**src/rtl/buddy_pkg.sv**
```systemverilog
package buddy_pkg;

   typedef enum logic [1:0] {
      ST_IDLE   = 2'd0,
      ST_SEARCH = 2'd1,
      ST_SPLIT  = 2'd2,
      ST_MERGE  = 2'd3
   } buddy_state_t;

   // width of an index into n items, never below 1
   function automatic int idx_width(input int n);
      return (n > 1) ? $clog2(n) : 1;
   endfunction

endpackage

```
**src/rtl/buddy_first_set.sv**
```systemverilog
module buddy_first_set #(
   parameter int W  = 8,
   localparam int IW = (W > 1) ? $clog2(W) : 1
) (
   input  logic [W-1:0]  vec,
   output logic          any,
   output logic [IW-1:0] idx
);

   // lowest set bit wins: scan from the top so the lowest overwrites
   always_comb begin
      any = 1'b0;
      idx = '0;
      for (int i = W - 1; i >= 0; i--) begin
         if (vec[i]) begin
            any = 1'b1;
            idx = IW'(i);
         end
      end
   end

endmodule

```
**src/rtl/buddy_level.sv**
```systemverilog
module buddy_level #(
   parameter int BLOCKS = 8,
   parameter int ADDR_W = 6,
   parameter bit IS_TOP = 1'b0,
   localparam int MAXB  = 2 ** ADDR_W,
   localparam int MAXP  = MAXB / 2,
   localparam int BW    = (BLOCKS > 1) ? $clog2(BLOCKS) : 1
) (
   input  logic              clk,
   input  logic              rst_n,
   input  logic              set_en,
   input  logic [ADDR_W-1:0] set_idx,
   input  logic              clr_en,
   input  logic [ADDR_W-1:0] clr_idx,
   input  logic              flip_en,
   input  logic [ADDR_W-1:0] flip_idx,
   output logic [MAXB-1:0]   free_vec,
   output logic [MAXP-1:0]   pair_vec,
   output logic              any_free,
   output logic [ADDR_W-1:0] first_idx
);

   if (BLOCKS < 2 || (2 ** BW) != BLOCKS || BLOCKS > MAXB) begin : g_bad_blocks
      $error("buddy_level: BLOCKS must be a power of two in [2, 2**ADDR_W]");
   end

   logic [BLOCKS-1:0] free_q;
   logic [BW-1:0]     enc_idx;

   always_ff @(posedge clk) begin
      if (!rst_n) begin
         free_q <= IS_TOP ? {BLOCKS{1'b1}} : {BLOCKS{1'b0}};
      end else begin
         if (clr_en) free_q[clr_idx[BW-1:0]] <= 1'b0;
         if (set_en) free_q[set_idx[BW-1:0]] <= 1'b1;
      end
   end

   buddy_first_set #(.W(BLOCKS)) u_enc (
      .vec (free_q),
      .any (any_free),
      .idx (enc_idx)
   );

   always_comb begin
      free_vec               = '0;
      free_vec[BLOCKS-1:0]   = free_q;
      first_idx              = '0;
      first_idx[BW-1:0]      = enc_idx;
   end

   if (IS_TOP) begin : g_top
      // the largest order never merges, so it keeps no pair state
      assign pair_vec = '0;

      assert_top_no_flip_R5: assert property (@(posedge clk) disable iff (!rst_n)
         !flip_en);
   end else begin : g_pairs
      localparam int PAIRS = BLOCKS / 2;
      logic [PAIRS-1:0] pair_q;

      always_ff @(posedge clk) begin
         if (!rst_n) pair_q <= '0;
         else if (flip_en) pair_q[flip_idx[BW-1:1]] <= ~pair_q[flip_idx[BW-1:1]];
      end

      always_comb begin
         pair_vec              = '0;
         pair_vec[PAIRS-1:0]   = pair_q;
      end

      // a freshly split upper half is always allocated-parity: bit becomes 1
      assert_split_parity_R3: assert property (@(posedge clk) disable iff (!rst_n)
         (flip_en && set_en && set_idx == (flip_idx | ADDR_W'(1)) && flip_idx[0] == 1'b0
          && !clr_en)
         |=> pair_q[$past(flip_idx[BW-1:1])]);
   end

   // never mark free a block that is already free, never take a block that is not
   assert_set_was_clear_R7: assert property (@(posedge clk) disable iff (!rst_n)
      set_en |-> !free_q[set_idx[BW-1:0]]);

   assert_clr_was_set_R2: assert property (@(posedge clk) disable iff (!rst_n)
      clr_en |-> free_q[clr_idx[BW-1:0]]);

endmodule

```
**src/rtl/buddy_alloc.sv**
```systemverilog
module buddy_alloc
   import buddy_pkg::*;
#(
   parameter int MIN_BLOCKS = 64,
   parameter int NUM_ORDERS = 4,
   localparam int ADDR_W    = $clog2(MIN_BLOCKS),
   localparam int OW        = (NUM_ORDERS > 1) ? $clog2(NUM_ORDERS) : 1
) (
   input  logic              clk,
   input  logic              rst_n,
   input  logic              start,
   input  logic              op_free,
   input  logic [OW-1:0]     order_in,
   input  logic [ADDR_W-1:0] addr_in,
   output logic              busy,
   output logic              done,
   output logic              fail,
   output logic [ADDR_W-1:0] addr_out
);

   localparam int TOPO = NUM_ORDERS - 1;
   localparam int MAXP = MIN_BLOCKS / 2;
   localparam int NSEL = 2 ** OW;

   function automatic logic [NSEL-1:0] valid_orders();
      logic [NSEL-1:0] m;
      m = '0;
      for (int k = 0; k < NSEL; k++) m[k] = (k < NUM_ORDERS);
      return m;
   endfunction

   localparam logic [NSEL-1:0] ORD_OK = valid_orders();

   if ((2 ** ADDR_W) != MIN_BLOCKS || MIN_BLOCKS < 4) begin : g_bad_region
      $error("buddy_alloc: MIN_BLOCKS must be a power of two, at least 4");
   end
   if (NUM_ORDERS < 2 || (MIN_BLOCKS >> (NUM_ORDERS - 1)) < 2) begin : g_bad_orders
      $error("buddy_alloc: need two or more orders and at least two top-order blocks");
   end

   // ---------------------------------------------------------------- state
   buddy_state_t      state_q, state_d;
   logic [OW-1:0]     cur_q, cur_d;
   logic [ADDR_W-1:0] blk_q, blk_d;
   logic [OW-1:0]     req_q;
   logic [ADDR_W-1:0] areq_q;
   logic              op_q;
   logic              chk_q;
   logic              done_q, done_d;
   logic              fail_q, fail_d;
   logic [ADDR_W-1:0] aout_q, aout_d;

   // shared update buses: at most one order written per kind per cycle
   logic              set_go, clr_go, flip_go;
   logic [OW-1:0]     set_ord, clr_ord, flip_ord;
   logic [ADDR_W-1:0] set_idx, clr_idx, flip_idx;

   logic [MIN_BLOCKS-1:0] free_vec  [NUM_ORDERS];
   logic [MAXP-1:0]       pair_vec  [NUM_ORDERS];
   logic [ADDR_W-1:0]     first_idx [NUM_ORDERS];
   logic [NUM_ORDERS-1:0] any_free;

   // ---------------------------------------------------------------- levels
   for (genvar k = 0; k < NUM_ORDERS; k++) begin : g_ord
      buddy_level #(
         .BLOCKS (MIN_BLOCKS >> k),
         .ADDR_W (ADDR_W),
         .IS_TOP (k == TOPO)
      ) u_lvl (
         .clk       (clk),
         .rst_n     (rst_n),
         .set_en    (set_go  && set_ord  == OW'(k)),
         .set_idx   (set_idx),
         .clr_en    (clr_go  && clr_ord  == OW'(k)),
         .clr_idx   (clr_idx),
         .flip_en   (flip_go && flip_ord == OW'(k)),
         .flip_idx  (flip_idx),
         .free_vec  (free_vec[k]),
         .pair_vec  (pair_vec[k]),
         .any_free  (any_free[k]),
         .first_idx (first_idx[k])
      );
   end

   // ---------------------------------------------------------------- control
   logic              ord_ok, cur_top, misaligned;
   logic [ADDR_W-1:0] amask;

   always_comb begin
      ord_ok     = ORD_OK[cur_q];
      cur_top    = (cur_q == OW'(TOPO));
      amask      = (ADDR_W'(1) << cur_q) - ADDR_W'(1);
      misaligned = (areq_q & amask) != '0;
   end

   always_comb begin
      state_d  = state_q;
      cur_d    = cur_q;
      blk_d    = blk_q;
      done_d   = 1'b0;
      fail_d   = fail_q;
      aout_d   = aout_q;
      set_go   = 1'b0;
      clr_go   = 1'b0;
      flip_go  = 1'b0;
      set_ord  = cur_q;
      clr_ord  = cur_q;
      flip_ord = cur_q;
      set_idx  = blk_q;
      clr_idx  = blk_q;
      flip_idx = blk_q;

      unique case (state_q)
         ST_IDLE: begin
            if (start) begin
               state_d = op_free ? ST_MERGE : ST_SEARCH;
               cur_d   = order_in;
               blk_d   = addr_in >> order_in;
            end
         end

         ST_SEARCH: begin
            if (!ord_ok) begin
               state_d = ST_IDLE; done_d = 1'b1; fail_d = 1'b1;
            end else if (any_free[cur_q]) begin
               clr_go  = 1'b1;
               clr_idx = first_idx[cur_q];
               if (!cur_top) begin
                  flip_go  = 1'b1;
                  flip_idx = first_idx[cur_q];
               end
               if (cur_q == req_q) begin
                  state_d = ST_IDLE; done_d = 1'b1; fail_d = 1'b0;
                  aout_d  = first_idx[cur_q] << cur_q;
               end else begin
                  state_d = ST_SPLIT;
                  cur_d   = cur_q - OW'(1);
                  blk_d   = first_idx[cur_q] << 1;
               end
            end else if (cur_top) begin
               state_d = ST_IDLE; done_d = 1'b1; fail_d = 1'b1;
            end else begin
               cur_d = cur_q + OW'(1);
            end
         end

         ST_SPLIT: begin
            // keep the lower half, hand the upper half to this order's free set
            flip_go = 1'b1;
            set_go  = 1'b1;
            set_idx = blk_q | ADDR_W'(1);
            if (cur_q == req_q) begin
               state_d = ST_IDLE; done_d = 1'b1; fail_d = 1'b0;
               aout_d  = blk_q << cur_q;
            end else begin
               cur_d = cur_q - OW'(1);
               blk_d = blk_q << 1;
            end
         end

         ST_MERGE: begin
            if (chk_q && (!ord_ok || misaligned || free_vec[cur_q][blk_q])) begin
               state_d = ST_IDLE; done_d = 1'b1; fail_d = 1'b1;
            end else if (cur_top) begin
               set_go  = 1'b1;
               state_d = ST_IDLE; done_d = 1'b1; fail_d = 1'b0;
               aout_d  = blk_q << cur_q;
            end else begin
               flip_go = 1'b1;
               if (pair_vec[cur_q][blk_q[ADDR_W-1:1]]) begin
                  // bit falls to 0: buddy was free, absorb it and climb
                  clr_go  = 1'b1;
                  clr_idx = blk_q ^ ADDR_W'(1);
                  cur_d   = cur_q + OW'(1);
                  blk_d   = blk_q >> 1;
               end else begin
                  // bit rises to 1: buddy still held, stop here
                  set_go  = 1'b1;
                  state_d = ST_IDLE; done_d = 1'b1; fail_d = 1'b0;
                  aout_d  = blk_q << cur_q;
               end
            end
         end

         default: state_d = ST_IDLE;
      endcase
   end

   always_ff @(posedge clk) begin
      if (!rst_n) begin
         state_q <= ST_IDLE;
         cur_q   <= '0;
         blk_q   <= '0;
         req_q   <= '0;
         areq_q  <= '0;
         op_q    <= 1'b0;
         chk_q   <= 1'b0;
         done_q  <= 1'b0;
         fail_q  <= 1'b0;
         aout_q  <= '0;
      end else begin
         state_q <= state_d;
         cur_q   <= cur_d;
         blk_q   <= blk_d;
         done_q  <= done_d;
         fail_q  <= fail_d;
         aout_q  <= aout_d;
         chk_q   <= (state_q == ST_IDLE) && start;
         if (state_q == ST_IDLE && start) begin
            req_q  <= order_in;
            areq_q <= addr_in;
            op_q   <= op_free;
         end
      end
   end

   assign busy     = (state_q != ST_IDLE);
   assign done     = done_q;
   assign fail     = fail_q;
   assign addr_out = aout_q;

   // ---------------------------------------------------------------- checks
   assert_busy_after_start_R8: assert property (@(posedge clk) disable iff (!rst_n)
      (!busy && start) |=> busy);

   assert_done_single_R8: assert property (@(posedge clk) disable iff (!rst_n)
      done |=> !done);

   assert_done_not_busy_R8: assert property (@(posedge clk) disable iff (!rst_n)
      done |-> !busy);

   assert_alloc_aligned_R2: assert property (@(posedge clk) disable iff (!rst_n)
      (done && !fail && !op_q) |-> ((addr_out & ((ADDR_W'(1) << req_q) - ADDR_W'(1))) == '0));

   // a refused operation leaves every free set as it was when it began
   logic [MIN_BLOCKS-1:0] snap_q [NUM_ORDERS];
   for (genvar k = 0; k < NUM_ORDERS; k++) begin : g_snap
      always_ff @(posedge clk) begin
         if (!rst_n)                        snap_q[k] <= '0;
         else if (state_q == ST_IDLE && start) snap_q[k] <= free_vec[k];
      end
      assert_fail_no_change_R4: assert property (@(posedge clk) disable iff (!rst_n)
         (done && fail) |-> (free_vec[k] == snap_q[k]));
   end

endmodule

```
**config.mk**
```make
export PLATFORM = sky130hd
export DESIGN_NAME = buddy_alloc
export DESIGN_NICKNAME = d
export VERILOG_FILES = /design/src/rtl/buddy_pkg.sv /design/src/rtl/buddy_first_set.sv /design/src/rtl/buddy_level.sv /design/src/rtl/buddy_alloc.sv
export SDC_FILE = /design/constraint.sdc
export NUM_CORES = 1
export LEC_CHECK = 0
export BUFFER_PORTS_ARGS = -buffer_cell sky130_fd_sc_hd__buf_2
export CORE_MARGIN = 4
export CORE_UTILIZATION = 61
export CTS_BUF_LIST = sky130_fd_sc_hd__clkbuf_16
export CTS_CLUSTER_DIAMETER = 120
export DETAILED_ROUTE_END_ITERATION = 7
export GPL_ROUTABILITY_DRIVEN = 1
export GPL_TIMING_DRIVEN = 0
export PLACE_DENSITY = 0.82
export REMOVE_ABC_BUFFERS = 1
export SYNTH_ARGS = -nofsm -noshare
export SYNTH_HDL_FRONTEND = slang
export SYNTH_HIERARCHICAL = 1
export SYNTH_SLANG_ARGS = --single-unit
```
**constraint.sdc**
```tcl
create_clock -name clk -period 9.6 [get_ports clk]
set_clock_uncertainty 0.1 [all_clocks]
set_input_delay 1.92 -clock clk [delete_from_list [all_inputs] [get_ports clk]]
set_output_delay 1.92 -clock clk [all_outputs]
set_load 0.03 [all_outputs]
```
Word level (Yosys, flattened, before mapping)
Cells that the tools add are included.

Add/subtract/negate cells: 3. Order comparisons: 26. Equal/unequal tests: 21. Shifts and indexed selects: 4. Multiplexer cells: 377. Bitwise operators: 18. Reduce and logical (&&, ||, !) cells: 37.

Operators by type and width (number): $mux 6 (87); $mux 64 (5); $mux 1 (166); $mux 32 (5); $mux 5 (32); $bmux 64 s2 (1); $and 64x64->64 (1); $bmux 32 s2 (1); $mux 4 (16); $not 64->64 (1); $or 64x64->64 (1); $mux 16 (3); $mux 2 (18); $and 32x32->32 (1); $bwmux 32 (1); $not 32->32 (1); $or 32x32->32 (1); $logic_and 1x1->1 (24); $lt 5x6->1 const B (4); $mux 3 (8); $mux 8 (3); $pmux 6 s4 (1); $lt 6x7->1 const B (3); $ne 2x2->1 const B (10); other kinds (56) (92).

Register bits: 203. Output and inout port bits: 9. Word-level logic and storage cells: 502.

Longest topological paths before layout
Gate-level depths: netlist of run 1.

Depth after elaboration: 80. Depth in mapped cells: 22. Depth with buffers taken out: 18.

Cells and area by module
The synthesis of run 1 kept the hierarchy.

By module, submodules not included: buddy_alloc (instances 1, cells each 612, area an instance 5736.8 um2); buddy_level (g_ord[0].u_lvl) (instances 1, cells each 520, area an instance 4374.2 um2); buddy_level (g_ord[1].u_lvl) (instances 1, cells each 265, area an instance 2399.8 um2); buddy_level (g_ord[2].u_lvl) (instances 1, cells each 173, area an instance 1576.5 um2); buddy_level (g_ord[3].u_lvl) (instances 1, cells each 131, area an instance 1082.3 um2); buddy_first_set (g_ord[0].u_lvl.u_enc) (instances 1, cells each 140, area an instance 763.2 um2); buddy_first_set (g_ord[1].u_lvl.u_enc) (instances 1, cells each 65, area an instance 370.4 um2); buddy_first_set (g_ord[2].u_lvl.u_enc) (instances 1, cells each 33, area an instance 178.9 um2); buddy_first_set (g_ord[3].u_lvl.u_enc) (instances 1, cells each 13, area an instance 80.1 um2).

Least setup slack after synthesis of run 1
Ideal clock, no wire load.

Path type: reg2reg. From: register cur_q[1], in the netlist clr_ord[1]. To: register g_ord[0].u_lvl.free_q[57]. Setup time: 132 ps. Arrival time: 5750 ps. Required time: 9368 ps. Setup slack: 3618 ps. Cell stages (with the launch flop): 23. Clock period less this slack: 5982 ps. Cells stage by stage: dfxtp_1 > clkbuf_1 > buf_2 > inv_1 > clkbuf_1 > ha_1 > inv_1 > ha_1 > nand2b_1 > o311ai_0 > or4b_1 > a2111o_1 > or4_4 > o211a_2 > or2_1 > buf_6 > mux2i_1 > a21oi_1 > clkbuf_1 > or3b_1 > or2_1 > o21ai_0 > a21oi_1.

Word-level cells in the longest chain between the ends: 20. Elaborated cells on any way between the ends: 57.

Ends and longest elaborated chain: start, declared (RTL line buddy_alloc.sv:43) `logic [OW-1:0] cur_q, cur_d;`; start signal, assigned (RTL line buddy_alloc.sv:203) `cur_q <= cur_d;`; $not 2->3 (not written as such) (RTL line buddy_alloc.sv:127, buddy_alloc.sv:162, buddy_alloc.sv:170); $bmux 32 s2 / $bmux 64 s2 (equally long branches) (RTL line buddy_alloc.sv:170, buddy_alloc.sv:162); $mux 32 (not written as such) / $mux 64 (equally long branches) (2 in series) (RTL line buddy_alloc.sv:170, buddy_alloc.sv:162); $bmux 1 s5 / $bmux 1 s6 (equally long branches) (RTL line buddy_alloc.sv:170, buddy_alloc.sv:162); $mux 1, on equally long branches (RTL line buddy_alloc.sv:170, buddy_alloc.sv:162); $mux 1 / $logic_or 1x1->1 (equally long branches) (RTL line buddy_alloc.sv:170, buddy_alloc.sv:162); $mux 1 / $logic_and 1x1->1 (equally long branches) (RTL line buddy_alloc.sv:164, buddy_alloc.sv:162); $mux 1 (RTL line buddy_alloc.sv:162) `if (chk_q && (!ord_ok || misaligned || free_vec[cur_q][blk_q])) begin`; [... 1 more ...]; net clr_idx[0] (RTL line buddy_alloc.sv:56) `logic [ADDR_W-1:0] set_idx, clr_idx, flip_idx;`; [... 2 more ...]; $mux 1 (not written as such) (RTL line buddy_level.sv:34) `if (clr_en) free_q[clr_idx[BW-1:0]] <= 1'b0;`; $demux 1 s6 *; $not 64->64 (no source line) *; $and 64x64->64 (no source line) *; $mux 64 * (RTL line buddy_level.sv:34); $mux 64 * (RTL line buddy_level.sv:31) `if (!rst_n) begin`; $or 64x64->64 (no source line); $mux 64 * (RTL line buddy_level.sv:35) `if (set_en) free_q[set_idx[BW-1:0]] <= 1'b1;`; end signal, assigned (RTL line buddy_level.sv:32) `free_q <= IS_TOP ? {BLOCKS{1'b1}} : {BLOCKS{1'b0}};`; end, declared (RTL line buddy_level.sv:27) `logic [BLOCKS-1:0] free_q;`.

The timed path passes the listed nets; every way through them passes the cells marked *. The select of a mux whose other input is x is not followed. A chain may end at the register's enable or synchronous reset.

Worst setup path after layout of run 1
From: register cur_q[1], in the netlist clr_ord[1]. To: register g_ord[0].u_lvl.free_q[49].

Word-level cells in the longest chain between the ends: 20. Elaborated cells on any way between the ends: 57.

Ends and longest elaborated chain (RTL line): $not 2->3 (not written as such) (buddy_alloc.sv:127, buddy_alloc.sv:162, buddy_alloc.sv:170); $bmux 32 s2 / $bmux 64 s2 (equally long branches) (buddy_alloc.sv:170, buddy_alloc.sv:162); $mux 32 (not written as such) / $mux 64 (equally long branches) (2 in series) (buddy_alloc.sv:170, buddy_alloc.sv:162); $bmux 1 s5 / $bmux 1 s6 (equally long branches) (buddy_alloc.sv:170, buddy_alloc.sv:162); $mux 1, on equally long branches (buddy_alloc.sv:170, buddy_alloc.sv:162); $mux 1 / $logic_or 1x1->1 (equally long branches) (buddy_alloc.sv:170, buddy_alloc.sv:162); $mux 1 / $logic_and 1x1->1 (equally long branches) (buddy_alloc.sv:164, buddy_alloc.sv:162); $mux 1 (buddy_alloc.sv:162); [... 3 more ...]; $mux 1 (not written as such) (buddy_level.sv:34); $demux 1 s6; $not 64->64 (no source line); $and 64x64->64 (no source line); $mux 64 (buddy_level.sv:34); $mux 64 (buddy_level.sv:31); $or 64x64->64 (no source line); $mux 64 * (buddy_level.sv:35).

Mark *: on every way between the ends. The rest lies on a longest branch, timed or not. The select of a mux whose other input is x is not followed.

==> results of run 1 <==
metal layers:
metal  wire (µm)  vias up  GRT usage, %
met5          11        -             0
met4        2750        2          15.1
met3        4550      224          5.68
met2       22600      964          50.7
met1       18000     7153          38.1
li1            -     6748             -
critical path: stages (launching register included):
cell and delay [ns]:
sky130_fd_sc_hd__dfxtp_2 0.43, sky130_fd_sc_hd__buf_12 0.22, sky130_fd_sc_hd__inv_1 0.53, sky130_fd_sc_hd__ha_1 0.40
sky130_fd_sc_hd__inv_1 0.07, sky130_fd_sc_hd__ha_1 0.27, sky130_fd_sc_hd__nand2b_1 0.09, sky130_fd_sc_hd__o311ai_0 0.14
sky130_fd_sc_hd__or4b_1 0.60, sky130_fd_sc_hd__a2111o_1 0.41, sky130_fd_sc_hd__or4_4 0.54, sky130_fd_sc_hd__o211a_2 0.19
sky130_fd_sc_hd__nand2b_1 0.16, sky130_fd_sc_hd__a21oi_1 0.31, sky130_fd_sc_hd__and2_1 0.35, sky130_fd_sc_hd__nand2_1 0.18
sky130_fd_sc_hd__nor3_1 0.95, sky130_fd_sc_hd__nand2_1 0.13, sky130_fd_sc_hd__a21oi_1 0.19
cell usage in the layout (no fill, tap or decap), types with 15 or more instances in the layout:
cell type and instances:
sky130_fd_sc_hd__buf_2 19, sky130_fd_sc_hd__mux2_2 15, sky130_fd_sc_hd__a22oi_1 15, sky130_fd_sc_hd__nand2b_1 19, sky130_fd_sc_hd__nand3b_1 24, sky130_fd_sc_hd__a32o_1 16, sky130_fd_sc_hd__mux4_2 93, sky130_fd_sc_hd__nor4_1 22
sky130_fd_sc_hd__or3_1 19, sky130_fd_sc_hd__inv_1 44, sky130_fd_sc_hd__mux2i_1 72, sky130_fd_sc_hd__nand3_1 35, sky130_fd_sc_hd__a21oi_1 139, sky130_fd_sc_hd__and2_1 27, sky130_fd_sc_hd__nor3b_1 17, sky130_fd_sc_hd__nor2b_1 25
sky130_fd_sc_hd__dfxtp_1 196, sky130_fd_sc_hd__o21ai_0 135, sky130_fd_sc_hd__clkbuf_16 25, sky130_fd_sc_hd__nor2_1 111, sky130_fd_sc_hd__o211ai_1 40, sky130_fd_sc_hd__nor3_1 56, sky130_fd_sc_hd__conb_1 214, sky130_fd_sc_hd__nand2_1 203
state kept, by name (all words and copies together) (netlist names), 2 cells and up:
name	flops
g_ord.u_lvl/free_vec	64
g_ord.u_lvl/pair_vec	32
state_q	2
req_q	2
addr_out	6
clr_ord	2
areq_q	6
g_ord.u_lvl/g_pairs.pair_q	24
g_ord.u_lvl/free_q	56
blk_q	6
power by group through the flow:
stage	registers, mW	logic (mW)	clock network, mW
floorplan	1.03	0.660	0
global placement	1.08	0.851	0
detailed placement	0.984	0.957	0
CTS	0.966	0.965	0.963
global route	0.975	1.07	1.01
finish	0.968	1.00	0.963
stage by stage:
step / cell area (µm²) / instances / power, mW / setup slack [ns] / setup TNS [ns]
6_report: 16800 / 2249 / 2.93 / 3.24 / 0
5_1_grt: 16800 / 2249 / 3.05 / 2.95 / 0
4_1_cts: 16800 / 2249 / 2.89 / 3.41 / 0
3_5_place_dp: 16000 / 2206 / 1.94 / 3.44 / 0
3_3_place_gp: 15700 / 2196 / 1.94 / -2.48 / -219.24
2_1_floorplan: 15200 / 1835 / 1.69 / 0.636 / 0
final cells by class:
type,instances,area (µm²)
inverter,45,171
tap,341,427
multi-input combinational,1587,10900
fill,2220,10000
timing repair buffer,30,343
sequential,203,4080
clock inverter,18,191
clock buffer,25,626
worst paths after layout:
kind / startpoint / endpoint / slack [ns] / depth (start not counted)
min: areq_q[5] / areq_q[5] / 0.36 / 2
max: clr_ord[1] / g_ord[0].u_lvl/free_vec[49] / 3.24 / 18
min reg2reg: areq_q[5] / areq_q[5] / 0.36 / 2
max reg2reg: clr_ord[1] / g_ord[0].u_lvl/free_vec[49] / 3.24 / 18
==> parameters.txt, run 1 <==
Parameter                              Value

Global route
  Number of global-route vias before repair    14.3k
  Wire length of the first global-routing pass    75,500 µm
  Number of antenna violations at the first check in global routing    2
  Maximum number of pins on one net before global-route repair    90
  Overall Global Routing Usage    30.4%
  Congestion Overflow GR    0

Clock tree
  Clock buffers created by TritonCTS    24
  Insertion delay of the later-clocked pin in the worst-skew pair    0.54 ns
  Cells resized by post-CTS repair    0
  CTS root buf    sky130_fd_sc_hd__clkbuf_16
  Post-CTS Hold Buffers    0
  TritonCTS clock tree    yes
  Postcts setup bufs    0
  Max Root-Sink Buffers    3
  Post-CTS clock slew at the launch and capture registers of the worst setup and hold paths    0.06 ns
  CTS sink cnt    203
  H-Tree Depth    1

Yosys
  Synthesized area    16,500 µm²
  Cell count after synthesis    1,950
  Count of yosys warnings during synthesis    6
  Average size of a mapped cell    8.49 µm²

Detailed routing
  Via count    15.1k
  Residual DRC    0
  Routed len/inst    21.3 µm
  Final wirelength    47,900 µm
  Residual antenna-violating net count after detailed routing    0
  Via density per instance    6.71
  Number of design-rule violations left by the first detailed-router iteration    1,854
  Pre-Repair DR Iteration Count    6

Place
  HPWL after DPL    32,600 µm
  Port-buffer cells    20
  Routability Congestion    0.966

Hold path
  Hold/Removal Path Class    flop to flop

Critical path
  Crit path max fanout    31
  Required @ worst endpoint    9.96 ns
  Crit path DAT    6.73 ns
  Critical path startpoint category    flop
  Element type at the critical path end    flop
  Class of the most critical setup path    flop to flop

STA
  Share of the clock period used by the worst path    66.3%
  Min cycle time layout    6.36 ns
  Setup repair after global routing missed its margin    no
  Hold Vio Cnt, Final    0
  Hold Slack    0.356 ns
  Final slew viol count    0
  Setup Viol. Count Final    0
  Slew at the pin with the worst max-slew slack    1.19 ns
  Max Freq    157 MHz
  Worst slew slack as a fraction of its limit    19.7%

Die
  Width of the die    173 µm
  Total core area    26,800 µm²
  Initial Util    61.7%
  Number of core rows    60
  Die area    29,800 µm²
  Vert. Die Dim    173 µm
  I/O pin total    21

Power
  Combinational share of power    34.2%
  Net Sw Frac    36.8%
  Part of the total power dissipated in the clock network    32.8%
  Cell-internal power    1.86 mW
  Sw power    1.08 mW
  Worst vdd ir    0.130 mV
  Sequential share of power    33.0%
  Power per standard cell area    175 nW/µm²
  Pleak    5.92 nW

Finish
  Net count of the finished layout    1,910
  Share of layout cells above drive strength 1    12.8%
  Area Growth Syn to Fin    1.41%
  Number of antenna cells inserted    0
  Utilization after layout    62.6%

Status
  Result of the run    finished clean

Job
  Number of violations of the max-capacitance limit    0
Note: power is estimated with default switching activity, not from simulation.
==> run 2, diff against run 1 <==
==> constraint.sdc (replaced) <==
create_clock -name clk -period 6 [get_ports clk]
set_clock_uncertainty 0.1 [all_clocks]
set_input_delay 1.2 -clock clk [delete_from_list [all_inputs] [get_ports clk]]
set_output_delay 1.2 -clock clk [all_outputs]
set_load 0.03 [all_outputs]
==> run 2 against run 1 <==
  * Combinational power grew 68%
  * Highest routed layer unchanged
  * Cell area grew 0.62%
  * Non-clock buffer count grew 7
  * Largest power group unchanged
  * Critical path depth shrank 1
  * Maximum frequency grew 12%
  * Worst setup slack lost 2.9 ns
  * First-iteration DRC count grew 1.2%
==> parameters.txt, run 2 (synthesis results as in run 1) <==
Parameter                              Value

Die
  Number of core rows    60
  Width of the die    173 µm
  Total core area    26,800 µm²
  Die area    29,800 µm²
  I/O pin total    21
  Vert. Die Dim    173 µm
  Initial Util    61.7%

Detailed routing
  Routed len/inst    21.4 µm
  Final wirelength    48,300 µm
  Pre-Repair DR Iteration Count    5
  Via density per instance    6.71
  Residual antenna-violating net count after detailed routing    0
  Via count    15.1k
  Number of design-rule violations left by the first detailed-router iteration    1,876
  Residual DRC    0

Critical path
  Required @ worst endpoint    6.31 ns
  Crit path max fanout    31
  Class of the most critical setup path    flop to flop
  Element type at the critical path end    flop
  Crit path DAT    5.97 ns
  Critical path startpoint category    flop

Global route
  Overall Global Routing Usage    30.5%
  Number of global-route vias before repair    14.3k
  Most Used Layer, Global Route    met2
  Met1 Resource Use GR    38.0%
  Congestion Overflow GR    0
  Number of antenna violations at the first check in global routing    2
  Met2 global-route usage    51.0%
  Wire length of the first global-routing pass    75,800 µm
  Maximum number of pins on one net before global-route repair    90
  Met3 track demand over resource in global routing    5.95%

Status
  Result of the run    finished clean

Power
  Worst vdd ir    0.209 mV
  Power per standard cell area    281 nW/µm²
  Pleak    5.96 nW
  Total power after layout    4.74 mW

STA
  Worst slew slack as a fraction of its limit    15.3%
  Final slew viol count    0
  Total negative setup slack    0 ns
  Min cycle time layout    5.66 ns
  Hold Slack    0.357 ns
  Share of the clock period used by the worst path    94.4%
  Slew at the pin with the worst max-slew slack    1.27 ns
  Max Freq    177 MHz
  Setup repair after global routing missed its margin    no
  Setup Viol. Count Final    0
  Hold Vio Cnt, Final    0

Clock tree
  CTS root buf    sky130_fd_sc_hd__clkbuf_16
  Insertion delay of the later-clocked pin in the worst-skew pair    0.54 ns
  Clock buffers created by TritonCTS    24
  Post-CTS Hold Buffers    0
  TritonCTS clock tree    yes
  CTS sink cnt    203
  H-Tree Depth    1
  Max Root-Sink Buffers    3
  Post-CTS clock slew at the launch and capture registers of the worst setup and hold paths    0.06 ns

Finish
  Post-route cell area    16,900 µm²
  Share of layout cells above drive strength 1    13.4%
  Number of antenna cells inserted    0
  Area Growth Syn to Fin    2.03%
  Net count of the finished layout    1,917
  Flip-flop count of the largest register, all copies and words added    64
  Commonest cells after routing, fill and taps aside    214 x sky130_fd_sc_hd__conb_1, 203 x sky130_fd_sc_hd__nand2_1, 196 x sky130_fd_sc_hd__dfxtp_1
  Most common cell after layout, fill and taps aside    sky130_fd_sc_hd__conb_1

Place
  Routability Congestion    0.966
  HPWL after DPL    32,600 µm
  Placement-stage cell area    16,000 µm²
  Port-buffer cells    20

Job
  Number of violations of the max-capacitance limit    0

Hold path
  Hold/Removal Path Class    flop to flop
-- run 2: changes by cell type in the layout (fill, tap and decap cells not counted), sizes merged --
cell      delta
clkinvlp     +1
clkbuf       +1
buf          +6
inv          -1
-- run 2: final timing paths --
path	slack, ns	depth (start not counted)	endpoint	start
min reg2reg	0.36	2	areq_q[5]	areq_q[5]
max reg2reg	0.34	17	g_ord[1].u_lvl/free_q[12]	clr_ord[1]
min	0.36	2	areq_q[5]	areq_q[5]
max	0.34	17	g_ord[1].u_lvl/free_q[12]	clr_ord[1]
-- run 2: power by group --
part           switching (mW)  internal, mW
logic                   0.995         0.682
registers               0.137          1.39
clock network           0.614         0.926
-- run 2: per-stage QoR --
step,utilization (%),setup slack [ns],cells
3_3_place_gp,58.6,-6.08,2196
6_report,63.0,0.336,2256
4_1_cts,62.7,-0.0296,2251
3_5_place_dp,59.6,-0.165,2206
5_1_grt,63.0,0.0942,2256
2_1_floorplan,-,-2.96,1835
-- run 2: critical path, cell delays in order (launching register included) --
cell                         delay [ns]
sky130_fd_sc_hd__dfxtp_4           0.47
sky130_fd_sc_hd__buf_12            0.24
sky130_fd_sc_hd__clkinvlp_4        0.25
sky130_fd_sc_hd__ha_1              0.33
sky130_fd_sc_hd__inv_1             0.09
sky130_fd_sc_hd__ha_1              0.12
sky130_fd_sc_hd__nand2b_1          0.09
sky130_fd_sc_hd__o311ai_0          0.14
sky130_fd_sc_hd__or4b_1            0.60
sky130_fd_sc_hd__a2111o_1          0.41
sky130_fd_sc_hd__or4_4             0.54
sky130_fd_sc_hd__o211a_2           0.19
sky130_fd_sc_hd__or2_1             0.33
sky130_fd_sc_hd__mux2_4            0.31
sky130_fd_sc_hd__nor2_2            0.39
sky130_fd_sc_hd__or3b_2            0.56
sky130_fd_sc_hd__o211ai_1          0.23
sky130_fd_sc_hd__o21ai_0           0.13
-- run 2: cell type report --
type                       count  area [µm²]
clock inverter                18         191
tap                          341         427
multi-input combinational   1587       11000
fill                        2199        9920
clock buffer                  25         626
timing repair buffer          37         420
sequential                   203        4080
inverter                      45         175
-- run 2: repair_timing --
action                                  in CTS  in global routing
pin swaps                                    0                  1
resized for setup                            2                  5
setup buffers                                2                  4
gates cloned                                 0                  1
endpoints found under the setup margin      59                112
-- run 2: per-layer routing --
metal / part of all wire, % / up-vias
met5: 0.023 / -
met4: 5.6 / 2
met3: 9.7 / 206
met2: 47 / 976
met1: 37 / 7187
li1: - / 6769
==> run 3, diff against run 2 <==
--- a/config.mk
+++ b/config.mk
@@ -7,13 +7,13 @@
 export LEC_CHECK = 0
 export BUFFER_PORTS_ARGS = -buffer_cell sky130_fd_sc_hd__buf_2
 export CORE_MARGIN = 4
-export CORE_UTILIZATION = 61
+export CORE_UTILIZATION = 30
 export CTS_BUF_LIST = sky130_fd_sc_hd__clkbuf_16
 export CTS_CLUSTER_DIAMETER = 120
 export DETAILED_ROUTE_END_ITERATION = 7
 export GPL_ROUTABILITY_DRIVEN = 1
 export GPL_TIMING_DRIVEN = 0
-export PLACE_DENSITY = 0.82
+export PLACE_DENSITY = 0.5
 export REMOVE_ABC_BUFFERS = 1
 export SYNTH_ARGS = -nofsm -noshare
 export SYNTH_HDL_FRONTEND = slang
==> constraint.sdc (replaced) <==
create_clock -name clk -period 4.6 [get_ports clk]
set_clock_uncertainty 0.1 [all_clocks]
set_input_delay 0.92 -clock clk [delete_from_list [all_inputs] [get_ports clk]]
set_output_delay 0.92 -clock clk [all_outputs]
set_load 0.005 [all_outputs]
==> run 3 against run 2 <==
  * The flow now finishes with violations (setup timing)
  * Critical path depth rose by 4
  * Hold slack improved by 0.0051 ns
  * Sequential cell count did not move
  * Worst setup slack got worse by 0.68 ns
  * First-iteration DRC count fell by 32%
  * Maximum frequency rose by 14%
  * Register-to-register slack got worse by 0.68 ns
  * Clock power rose by 32%
  * Highest routed layer is now met4
==> parameters.txt, run 3 (synthesis results as in run 1) <==
Parameter                              Value

Finish
  Fill cell instance count of the final layout    5,623
  Post-route cell area    18,900 µm²
  Commonest cells after routing, fill and taps aside    214 x sky130_fd_sc_hd__conb_1, 196 x sky130_fd_sc_hd__dfxtp_1, 191 x sky130_fd_sc_hd__nand2_1
  Fin cells    2,694
  Net count of the finished layout    1,998
  Area Growth Syn to Fin    14.0%
  Most common cell after layout, fill and taps aside    sky130_fd_sc_hd__conb_1
  Utilization after layout    34.8%
  Number of antenna cells inserted    0
  Flip-flop count of the largest register, all copies and words added    64
  Share of layout cells above drive strength 1    22.6%

STA
  Final slew viol count    0
  Share of the clock period used by the worst path    108%
  Setup repair after global routing missed its margin    yes
  Hold Slack    0.362 ns
  Worst slew slack as a fraction of its limit    11.4%
  Slew at the pin with the worst max-slew slack    1.33 ns
  Worst Setup Slack, final    -0.348 ns
  Setup Viol. Count Final    123
  Max Freq    202 MHz
  Min cycle time layout    4.95 ns
  Total negative setup slack    -18.19 ns
  Hold Vio Cnt, Final    0

Critical path
  Required @ worst endpoint    4.94 ns
  R2R depth    21
  Crit path largest cell delay    0.55 ns
  Critical path's top delay family    simple AND/OR/NAND/NOR gates
  Critical path startpoint category    flop
  Crit path DAT    5.28 ns
  Class of the most critical setup path    flop to flop
  Worst path bufs/invs    7
  CP max-delay cell    sky130_fd_sc_hd__or4_4
  Sequence of cells on the critical path    buf_16 -> buf_16 -> inv_16 -> ha_4 -> inv_2 -> ha_4 -> nand2b_4 -> o311ai_4 -> or4b_4 -> a2111o_1 -> or4_4 -> o211a_4 -> or2_4 -> mux2i_4 -> a21oi_4 -> buf_6 -> buf_12 -> nand3b_1 -> buf_6 -> o311ai_2 -> o21ai_1
  Path length in cells of the critical path    21
  Element type at the critical path end    flop
  Crit path max fanout    8

Hold path
  Count of cells along the worst hold path    2
  Hold/Removal Path Class    flop to flop

Die
  Vert. Die Dim    243 µm
  I/O pin total    21
  Initial Util    30.5%
  Die area    59,000 µm²
  Total core area    54,200 µm²
  Number of core rows    85
  Width of the die    243 µm

Detailed routing
  Residual DRC    0
  Via density per instance    5.63
  Routed len/inst    21.1 µm
  Pre-Repair DR Iteration Count    5
  Final wirelength    56,800 µm
  Number of design-rule violations left by the first detailed-router iteration    1,280
  Residual antenna-violating net count after detailed routing    0
  Via count    15.2k

Job
  Number of violations of the max-capacitance limit    0

Clock tree
  Max Root-Sink Buffers    3
  TritonCTS clock tree    yes
  CTS sink cnt    203
  Post-CTS clock slew at the launch and capture registers of the worst setup and hold paths    0.06 ns
  Insertion delay of the later-clocked pin in the worst-skew pair    0.56 ns
  Post-CTS Hold Buffers    0
  H-Tree Depth    1
  CTS root buf    sky130_fd_sc_hd__clkbuf_16
  Clock buffers created by TritonCTS    26

Global route
  Congestion Overflow GR    0
  Overall Global Routing Usage    18.1%
  Maximum number of pins on one net before global-route repair    88
  Number of global-route vias before repair    14.3k
  Number of antenna violations at the first check in global routing    2
  Wire length of the first global-routing pass    85,700 µm

Place
  Placement-stage cell area    16,400 µm²
  HPWL after DPL    36,000 µm
  Routability Congestion    0.913
  Number of cells in the design after placement    2,562
  Port-buffer cells    20
  Pre-CTS setup slack    -1.90 ns

Power
  Power per standard cell area    364 nW/µm²
  Total power after layout    6.88 mW
  Worst vdd ir    0.240 mV
  Pleak    6.61 nW

Status
  Result of the run    finished with violations
  Violations in the final reports    setup timing
-- run 3: report_power, final --
| part | switching [mW] | internal [mW] |
|---|---|---|
| Clock | 0.859 | 1.17 |
| Combinational | 1.61 | 1.27 |
| Sequential | 0.155 | 1.81 |
| Total | 2.62 | 4.25 |
-- run 3: timing repair --
item	4_1_cts	5_1_grt
pin swaps	46	88
gates resized for setup	122	156
cloned	7	5
endpoints found under the setup margin	194	167
setup buffers	50	26
-- run 3: layout make-up --
type	instances	area, µm²	share of cell area (%)
clock buffer	27	676	3.58
timing repair buffer	114	1290	6.83
inverter	45	191	1.01
clock inverter	20	151	0.802
multi-input combinational	1589	11600	61.5
sequential	203	4090	21.7
tap	696	871	4.62
-- run 3: worst reg2reg max path, cell delays in order (launching register included) --
cell and delay, ns:
sky130_fd_sc_hd__dfxtp_4 0.39, sky130_fd_sc_hd__buf_16 0.15, sky130_fd_sc_hd__buf_16 0.14, sky130_fd_sc_hd__inv_16 0.06, sky130_fd_sc_hd__ha_4 0.15, sky130_fd_sc_hd__inv_2 0.05
sky130_fd_sc_hd__ha_4 0.24, sky130_fd_sc_hd__nand2b_4 0.12, sky130_fd_sc_hd__o311ai_4 0.10, sky130_fd_sc_hd__or4b_4 0.51, sky130_fd_sc_hd__a2111o_1 0.30, sky130_fd_sc_hd__or4_4 0.55
sky130_fd_sc_hd__o211a_4 0.17, sky130_fd_sc_hd__or2_4 0.26, sky130_fd_sc_hd__mux2i_4 0.20, sky130_fd_sc_hd__a21oi_4 0.34, sky130_fd_sc_hd__buf_6 0.21, sky130_fd_sc_hd__buf_12 0.14
sky130_fd_sc_hd__nand3b_1 0.13, sky130_fd_sc_hd__buf_6 0.17, sky130_fd_sc_hd__o311ai_2 0.24, sky130_fd_sc_hd__o21ai_1 0.11
-- run 3: final timing paths --
path / startpoint / endpoint / slack (ns)
setup / recovery: clr_ord[0] / g_ord[2].u_lvl/free_q[1] / -0.35
hold / removal: areq_q[3] / areq_q[3] / 0.36
setup reg to reg: clr_ord[0] / g_ord[2].u_lvl/free_q[1] / -0.35
hold reg to reg: areq_q[3] / areq_q[3] / 0.36
-- run 3: metal layers --
layer	up-vias	part of all wire, %	track usage [%]
li1	6937	-	-
met1	7544	44	24.7
met2	555	47	29.9
met3	119	6.2	2.38
met4	0	3.4	5.06
met5	-	0	0
